==> src/rtl/qbio_pkg.sv <==
package qbio_pkg;

    localparam int unsigned QB_PINS        = 16;
    localparam int unsigned QB_SYNC_STAGES = 2;

    typedef struct packed {
        logic pull_dn;
        logic weak_up;
        logic boost_up;
    } pin_drive_t;

    typedef struct packed {
        logic lat;
        logic boost;
    } pin_state_t;

    function automatic pin_drive_t drive_of(pin_state_t st);
        pin_drive_t d;
        d.pull_dn  = ~st.lat;
        d.weak_up  = st.lat;
        d.boost_up = st.boost;
        return d;
    endfunction

endpackage

==> src/rtl/qbio_out_latch.sv <==
module qbio_out_latch #(
    parameter int unsigned N = 16
) (
    input  logic         clk,
    input  logic         rst,
    input  logic         wr_stb,
    input  logic [N-1:0] wr_data,
    input  logic         scl_fall,
    output logic [N-1:0] lat_q,
    output logic [N-1:0] boost_q
);

    localparam logic [N-1:0] ALL_ONE  = {N{1'b1}};
    localparam logic [N-1:0] ALL_ZERO = {N{1'b0}};

    always_ff @(posedge clk) begin
        if (rst) begin
            lat_q <= ALL_ONE;
        end else if (wr_stb) begin
            lat_q <= wr_data;
        end
    end

    // write has priority over the falling-clock cutoff
    always_ff @(posedge clk) begin
        if (rst) begin
            boost_q <= ALL_ZERO;
        end else if (wr_stb) begin
            boost_q <= wr_data;
        end else if (scl_fall) begin
            boost_q <= ALL_ZERO;
        end
    end

    assert_hold_no_strobe_R3: assert property (@(posedge clk) disable iff (rst)
        !wr_stb |=> $stable(lat_q));

    assert_boost_follows_write_R4: assert property (@(posedge clk) disable iff (rst)
        wr_stb |=> boost_q == $past(wr_data));

    assert_boost_cut_R5: assert property (@(posedge clk) disable iff (rst)
        (scl_fall && !wr_stb) |=> boost_q == ALL_ZERO);

    assert_boost_hold_R10: assert property (@(posedge clk) disable iff (rst)
        (!scl_fall && !wr_stb) |=> $stable(boost_q));

endmodule

==> src/rtl/qbio_in_sync.sv <==
module qbio_in_sync #(
    parameter int unsigned N      = 16,
    parameter int unsigned STAGES = 2
) (
    input  logic         clk,
    input  logic         rst,
    input  logic [N-1:0] pin_raw,
    output logic [N-1:0] pin_sync,
    output logic [N-1:0] pin_edge
);

    localparam int unsigned LAST = STAGES - 1;
    localparam logic [N-1:0] ALL_ONE = {N{1'b1}};

    logic [N-1:0] stage_q [STAGES];
    logic [N-1:0] prev_q;
    logic         armed_q;

    always_ff @(posedge clk) begin
        if (rst) stage_q[0] <= ALL_ONE;
        else     stage_q[0] <= pin_raw;
    end

    for (genvar s = 1; s < STAGES; s++) begin : g_stage
        always_ff @(posedge clk) begin
            if (rst) stage_q[s] <= ALL_ONE;
            else     stage_q[s] <= stage_q[s-1];
        end
    end

    always_ff @(posedge clk) begin
        if (rst) begin
            prev_q  <= ALL_ONE;
            armed_q <= 1'b0;
        end else begin
            prev_q  <= stage_q[LAST];
            armed_q <= 1'b1;
        end
    end

    assign pin_sync = stage_q[LAST];
    assign pin_edge = stage_q[LAST] ^ prev_q;

    assert_edge_marks_change_R9: assert property (@(posedge clk) disable iff (rst)
        armed_q |-> pin_edge == (pin_sync ^ $past(pin_sync)));

endmodule

==> src/rtl/qbio_pin_drive.sv <==
module qbio_pin_drive
    import qbio_pkg::*;
#(
    parameter int unsigned N = 16
) (
    input  logic [N-1:0] lat,
    input  logic [N-1:0] boost,
    output logic [N-1:0] pull_dn,
    output logic [N-1:0] weak_up,
    output logic [N-1:0] boost_up
);

    for (genvar i = 0; i < N; i++) begin : g_pin
        pin_state_t st;
        pin_drive_t dr;
        assign st.lat   = lat[i];
        assign st.boost = boost[i];
        assign dr       = drive_of(st);
        assign pull_dn[i]  = dr.pull_dn;
        assign weak_up[i]  = dr.weak_up;
        assign boost_up[i] = dr.boost_up;
    end

endmodule

==> src/rtl/qbio_port_ctrl.sv <==
module qbio_port_ctrl
    import qbio_pkg::*;
#(
    parameter int unsigned N      = QB_PINS,
    parameter int unsigned STAGES = QB_SYNC_STAGES
) (
    input  logic         clk,
    input  logic         rst,
    input  logic         wr_stb,
    input  logic [N-1:0] wr_data,
    input  logic         scl_fall,
    input  logic [N-1:0] pin_in,
    output logic [N-1:0] pull_dn_en,
    output logic [N-1:0] weak_up_en,
    output logic [N-1:0] boost_up_en,
    output logic [N-1:0] pin_rd,
    output logic [N-1:0] pin_edge
);

    logic [N-1:0] lat_q;
    logic [N-1:0] boost_q;

    qbio_out_latch #(.N(N)) u_latch (
        .clk      (clk),
        .rst      (rst),
        .wr_stb   (wr_stb),
        .wr_data  (wr_data),
        .scl_fall (scl_fall),
        .lat_q    (lat_q),
        .boost_q  (boost_q)
    );

    qbio_pin_drive #(.N(N)) u_drive (
        .lat      (lat_q),
        .boost    (boost_q),
        .pull_dn  (pull_dn_en),
        .weak_up  (weak_up_en),
        .boost_up (boost_up_en)
    );

    qbio_in_sync #(.N(N), .STAGES(STAGES)) u_sync (
        .clk      (clk),
        .rst      (rst),
        .pin_raw  (pin_in),
        .pin_sync (pin_rd),
        .pin_edge (pin_edge)
    );

    assert_no_pull_fight_R7: assert property (@(posedge clk) disable iff (rst)
        (pull_dn_en & boost_up_en) == '0);

    assert_write_drive_R2: assert property (@(posedge clk) disable iff (rst)
        wr_stb |=> pull_dn_en == ~$past(wr_data));

endmodule

==> config.mk <==
export PLATFORM = sky130hd
export DESIGN_NAME = qbio_port_ctrl
export DESIGN_NICKNAME = d
export VERILOG_FILES = /design/src/rtl/qbio_pkg.sv /design/src/rtl/qbio_out_latch.sv /design/src/rtl/qbio_in_sync.sv /design/src/rtl/qbio_pin_drive.sv /design/src/rtl/qbio_port_ctrl.sv
export SDC_FILE = /design/constraint.sdc
export NUM_CORES = 1
export LEC_CHECK = 0
export BUFFER_PORTS_ARGS = -buffer_cell sky130_fd_sc_hd__buf_2
export CAP_MARGIN = 40
export CORE_MARGIN = 5
export CORE_UTILIZATION = 35
export CTS_CLUSTER_DIAMETER = 30
export DETAILED_ROUTE_END_ITERATION = 6
export PLACE_DENSITY = 0.62
export SYNTH_ARGS = -nofsm -noshare
export SYNTH_HDL_FRONTEND = slang
export SYNTH_HIERARCHICAL = 1
export SYNTH_SLANG_ARGS = --single-unit
==> constraint.sdc <==
create_clock -name clk -period 0.9 [get_ports clk]
set_input_delay 0.09 -clock clk [delete_from_list [all_inputs] [get_ports clk]]
set_output_delay 0.09 -clock clk [all_outputs]
set_load 0.05 [all_outputs]
# After elaboration in Yosys (flattened, before gate mapping)
# Memories as Yosys holds them, arrays and structs flattened.
# Cells that the tools add are included.
# op_classes
bitwise_logic	19
muxes	7
n_reduce_logical	1
# ops
cell	n
2-to-1 mux 16 bit	4
inverter 1 bit	16
XOR 16 bit	1
2-to-1 mux 1 bit	3
bitwise OR 1 bit	2
nonzero test 2 bit	1
# word_totals
wordCells	31
inputBits	36
mem_count	1
regBits	48
ram_bits	32
# memory_table
name	words	word_bits	read_ports	rd_clocked_by_memory_dff	write_ports	line_no	text
u_sync.stage_q	2	16	2	0	2	qbio_in_sync.sv:15	logic [N-1:0] stage_q [STAGES];

# Longest topological paths before layout
# Gate-level depths: netlist of the first run.
# logic_depth
ltp_word	3
depth_mapped	5

# Modules after synthesis
# The synthesis of the first run kept the hierarchy.
# modules_own_cells
mod	instances	area_each_um2	cells_per_inst	seq_area_each_um2
qbio_in_sync	1	1442.6	117	960.9
qbio_out_latch	1	1261.2	138	640.6
qbio_pin_drive	1	300.3	48	0.0

# Worst setup path after synthesis of the first run
# No wires, ideal clock.
# synth_path
path_type	register to output
start	mem u_sync.stage_q[1][13]
end	out pin_edge[13]
stages_incl_launch_ff	2
t_arrival_ps	1452
n_path_buf	0
path_slack_ps	-642
path_cell_list	dfxtp_1 xor2_1
# synth_rtl
element	line_no	text
start: declaration	qbio_in_sync.sv:15	
end: declaration	qbio_port_ctrl.sv:17	output logic [N-1:0] pin_edge

==> flow_metrics.tcl, run 1 <==
set metrics [dict create \
    die_x_um 103 \
    synth_cell_types 17 \
    ioPinCount 116 \
    cp.arrival_ns 1.06 \
    track_usage_pct 14.2 \
    clock_latency_ns 0.34 \
    hp-class "input port to flop" \
    top_layer "met4" \
    core_area_um2 8300 \
    nets 473 \
    cts_tree "built" \
    multi_input_area_um2 1240 \
    num_rows 33 \
    cts_buffers 9 \
    avgSynthCellArea_um2 9.91 \
    start_util_pct 36.2 \
    worst_hold_slack_ns 0.188 \
    cap_violations 0 \
    hold_viol 0 \
    fill_cells 593 \
    cp-start-kind "flop" \
    fin_crit_sh_pct 128 \
    p_leak_nw 2.28 \
    ys_ff_latch 80 \
    critical_path.max_fanout 3 \
    wl_um 7780 \
    routed_via_density 4.24 \
    synth.yosys.warnings 6 \
    vias 2313 \
    status "finished, violations left" \
    critPathKind "flop to primary output" \
    synth_seq_area_share_pct 53.3 \
    setup_violations 80 \
    wire_per_inst_um 14.2 \
    grt_pass1_wl_um 11500 \
    place_congestion 0.771 \
    met2_length_um 4030 \
    cts-root-buf "clkbuf_8" \
    place_ws_ns -0.0189 \
    die-area_um2 10500 \
    fin_total_pwr_mw 8.87 \
    dp_hpwl_um 4590 \
    wl_met3_um 603 \
    fin_cells 546 \
    wl_met1_um 3050 \
    peakVddDrop_mv 0.935 \
    design_area_um2 5410 \
    portBuffers 115 \
    min_period_ns 1.15 \
    fin_skew_ns 0.00747 \
    die_h_um 103 \
    synthesis.area_um2 3000 \
    placed_cells 482 \
    rsz0062_at_grt "true" \
    drt_iter0_drc 22 \
    cp_data_required_time_ns 0.81 \
    h-tree-depth 3 \
    overflow 0 \
    tns_ns -8.96 \
    syn_inst 303 \
    area_growth_pct 80.2 \
    ant_nets 0 \
    p_per_area_nw_per_um2 1640 \
    drv_slew 0 \
    postLayoutSetupSlackWorst_ns -0.249 \
    regArea_um2 1770 \
    relSlewSlack_pct 86.6 \
    cts_num_sinks 80 \
    grt_pass1_vias 2325 \
    n_antenna_cell 0 \
    clockBufferDepth 2 \
    dpl_cell_area_um2 3840 \
    path_clk_slew_ns 0.08 \
    grt_max_degree 40 \
    drc 0 \
    violations "negative setup slack" \
    synth_nets 339 \
    final_core_util_pct 65.2 \
    drive_above_1_share_pct 65.5 \
    tightest_slew_ns 0.199 \
    cp-end-kind "primary output" \
    firstDrtPassIters 4 \
    fmaxAchievable_mhz 871 \
    antenna_found_initial 0 \
]
-- layer usage --
layer | global-route usage (%) | vias up
met5 | 0 | -
met4 | 5.65 | 0
met3 | 5.01 | 9
met2 | 23.5 | 86
met1 | 16.7 | 1059
li1 | - | 1159
-- what timing repair did --
| item | CTS | global route |
|---|---|---|
| setup buffers | 1 | 16 |
| setup endpoints to repair | 80 | 80 |
| pin swaps | 10 | 10 |
| resized for setup | 279 | 44 |
| hold endpoints to repair | 35 | 0 |
| hold buffers | 32 | 0 |
-- logic make-up after synthesis --
family	count (synthesis)	synth area share, %
DFF	80	53.3
and+or+nand+nor	87	16.9
buffers and inverters	78	15.4
AOI/OAI and AO/OA	42	9.75
xor gates and xnor gates	16	4.66
-- path summary, 6_finish.rpt --
check | slack, ns | endpoint | cells after the start | start
hold reg to reg | 0.41 | u_sync/stage_q[1][5]$_SDFF_PP1_ | 1 | u_sync/stage_q[0][5]$_SDFF_PP1_
setup / recovery | -0.25 | pin_edge[3] | 2 | u_sync/stage_q[1][3]$_SDFF_PP1_
hold / removal | 0.19 | u_latch/lat_q[14]$_SDFFE_PP1P_ | 4 | wr_stb
setup reg to reg | 0.02 | u_sync/prev_q[0]$_SDFF_PP1_ | 2 | u_sync/stage_q[1][0]$_SDFF_PP1_
-- state kept, by name (all words and copies together), names as in the netlist --
register and cells:
u_sync/stage_q 32, u_latch/lat_q 16, u_latch/boost_q 16, u_sync/prev_q 16
-- placed cells by master (no fill, tap or decap), drive strengths merged --
master,instances
xor2,16
o22ai,16
bufinv,2
o21ai,13
or2,49
nand2b,19
inv,31
buf,140
a21oi,13
nand2,16
nand3b,3
clkinvlp,2
dfxtp,80
dlygate4sd3,32
clkbuf,9
-- report_power, final --
part	switching [mW]	total [mW]	internal (mW)	leakage, nW
Clock	1.33	2.90	1.57	0.102
Sequential	0.190	3.86	3.67	0.664
Combinational	1.15	2.10	0.959	1.52
-- critical path: stages, from the launching register on --
cell and delay, ns:
dfxtp_4 0.39, xor2_4 0.15, buf_6 0.18
-- cell type report --
| cell class | instances | area share [%] |
|---|---|---|
| Multi-Input combinational cell | 145 | 22.9 |
| Clock buffer | 9 | 2.29 |
| Clock inverter | 6 | 1.71 |
| Tap cell | 105 | 2.43 |
| Sequential cell | 80 | 32.7 |
| Inverter | 29 | 2.01 |
| Timing Repair Buffer | 172 | 35.9 |
-- synthesized netlist by cell type --
| cell type | instances | area, um^2 |
|---|---|---|
| buf_6 | 6 | 67.6 |
| or2_2 | 28 | 175 |
| o21ai_0 | 13 | 65.1 |
| o22ai_1 | 6 | 37.5 |
| buf_2 | 3 | 15.0 |
| nand2_1 | 16 | 60.1 |
| nand2b_1 | 19 | 119 |
| clkbuf_1 | 7 | 26.3 |
| o22ai_2 | 10 | 125 |
| nand3b_1 | 3 | 22.5 |
| buf_4 | 32 | 240 |
| or2_1 | 21 | 131 |
| buf_1 | 1 | 3.75 |
| dfxtp_1 | 80 | 1600 |
| inv_1 | 29 | 109 |
| xor2_1 | 16 | 140 |
| a21oi_1 | 13 | 65.1 |
(Power assumes the default switching activity.)
==> inputs of run 2 (changes only) <==
Settings changed: SKIP_CTS_REPAIR_TIMING from default to 1.
==> run 2 against run 1 <==
  * The flow finishes with violations (negative hold slack, negative setup slack)
  * Die area stayed put
  * Sequential power about the same
  * Critical path depth unchanged
  * Critical path type unchanged
==> flow_metrics.tcl, run 2 (synthesized netlist as in run 1, its figures left out) <==
set metrics [dict create \
    p_clk_share_pct 32.7 \
    cp_data_required_time_ns 0.81 \
    relSlewSlack_pct 87.3 \
    rsz0062_at_grt "true" \
    p_leak_nw 2.15 \
    dp_hpwl_um 4590 \
    track_usage_pct 12.1 \
    ioPinCount 116 \
    min_period_ns 1.17 \
    peakVddDrop_mv 0.883 \
    grt_max_degree 40 \
    swShare_pct 29.7 \
    wl_um 6970 \
    status "finished, violations left" \
    critPathKind "flop to primary output" \
    setup_violations 80 \
    cp-start-kind "flop" \
    top_layer "met4" \
    ff2ff_setup_slack_ns 0.12 \
    fin_skew_ns 0.00964 \
    path_clk_slew_ns 0.09 \
    fin_cells 521 \
    h-tree-depth 3 \
    tns_ns -7.38 \
    fin_crit_sh_pct 130 \
    fmaxAchievable_mhz 858 \
    wl_met3_um 624 \
    grt_pass1_vias 2101 \
    core_area_um2 8300 \
    die_h_um 103 \
    drv_slew 0 \
    cts_num_sinks 80 \
    nets 448 \
    p_per_area_nw_per_um2 1700 \
    drc 0 \
    mostFrequentLayoutCell "buf_8" \
    p_seq_share_pct 44.4 \
    postLayoutSetupSlackWorst_ns -0.266 \
    vias 2210 \
    antenna_found_initial 0 \
    critical_path.max_fanout 3 \
    place_ws_ns -0.0189 \
    grt_pass1_wl_um 9940 \
    cp-end-kind "primary output" \
    num_rows 33 \
    hold_viol 2 \
    largest_register "u_sync/stage_q" \
    power.internal_mw 6.12 \
    routed_via_density 4.24 \
    cts-root-buf "clkbuf_8" \
    die-area_um2 10500 \
    comb_power_share_pct 22.8 \
    overflow 0 \
    cap_violations 0 \
    violations "negative hold slack, negative setup slack" \
    portBuffers 115 \
    switching_power_mw 2.59 \
    drive_above_1_share_pct 65.9 \
    area_growth_pct 70.8 \
    wl_met1_um 2820 \
    cts_buffers 9 \
    start_util_pct 36.2 \
    die_x_um 103 \
    hp-class "input port to flop" \
    final_cell_mix "62 x buf_8, 35 x buf_2, 34 x dfxtp_4, 30 x dfxtp_2, 28 x or2_2" \
    n_antenna_cell 0 \
    place_congestion 0.771 \
    firstDrtPassIters 4 \
    ant_nets 0 \
    drt_iter0_drc 17 \
    placed_cells 482 \
    met2_length_um 3440 \
    clockBufferDepth 2 \
    cp.arrival_ns 1.08 \
    tightest_slew_ns 0.189 \
    cts_tree "built" \
    fill_cells 620 \
    clock_latency_ns 0.34 \
    worst_hold_slack_ns -0.0107 \
    wire_per_inst_um 13.4 \
    largest_reg_flops 32 \
]
run 2: final timing paths:
check	startpoint	to	cells after the start
max	u_sync/stage_q[1][12]$_SDFF_PP1_	pin_edge[12]	2
min	wr_data[13]	u_latch/lat_q[13]$_SDFFE_PP1P_	3
max reg2reg	u_sync/stage_q[1][3]$_SDFF_PP1_	u_sync/prev_q[3]$_SDFF_PP1_	1
min reg2reg	u_sync/stage_q[0][3]$_SDFF_PP1_	u_sync/stage_q[1][3]$_SDFF_PP1_	1
run 2: power by group through the flow:
stage                     clock, mW  sequential [mW]  combinational (mW)
after floorplan                   0             3.99                1.15
after global placement            0             3.90                1.49
after detailed placement          0             3.90                1.50
after CTS                      2.98             3.82                1.51
after global routing           3.14             3.90                2.09
final                          2.85             3.87                1.99
run 2: area by class of cell:
class / count / area (um^2) / share of cell area, %
Clock inverter: 6 / 92.6 / 1.80
Clock buffer: 9 / 124 / 2.41
Multi-Input combinational cell: 145 / 1240 / 24.2
Sequential cell: 80 / 1770 / 34.4
Timing Repair Buffer: 147 / 1670 / 32.5
Tap cell: 105 / 131 / 2.56
Inverter: 29 / 109 / 2.12
run 2: critical path, cell delays in order, from the launching register on:
cell     delay, ns
dfxtp_4       0.39
xor2_4        0.17
buf_6         0.18
run 2: metrics by stage:
step | hold WS (ns) | cell area (um^2) | util [%] | power (mW)
6_report | -0.0107 | 5130 | 61.8 | 8.71
5_1_grt | -0.00493 | 5130 | 61.8 | 9.13
4_1_cts | -0.0975 | 4060 | 48.9 | 8.31
3_5_place_dp | 0.274 | 3840 | 46.3 | 5.41
3_3_place_gp | 0.273 | 3840 | 46.3 | 5.39
2_1_floorplan | 0.194 | 3360 | - | 5.14
run 2: metal layers:
layer  track usage [%]  vias up
met2              18.5       81
li1                  -     1115
met1              15.8     1005
met5                 0        -
met4              4.84        0
met3              3.99        9
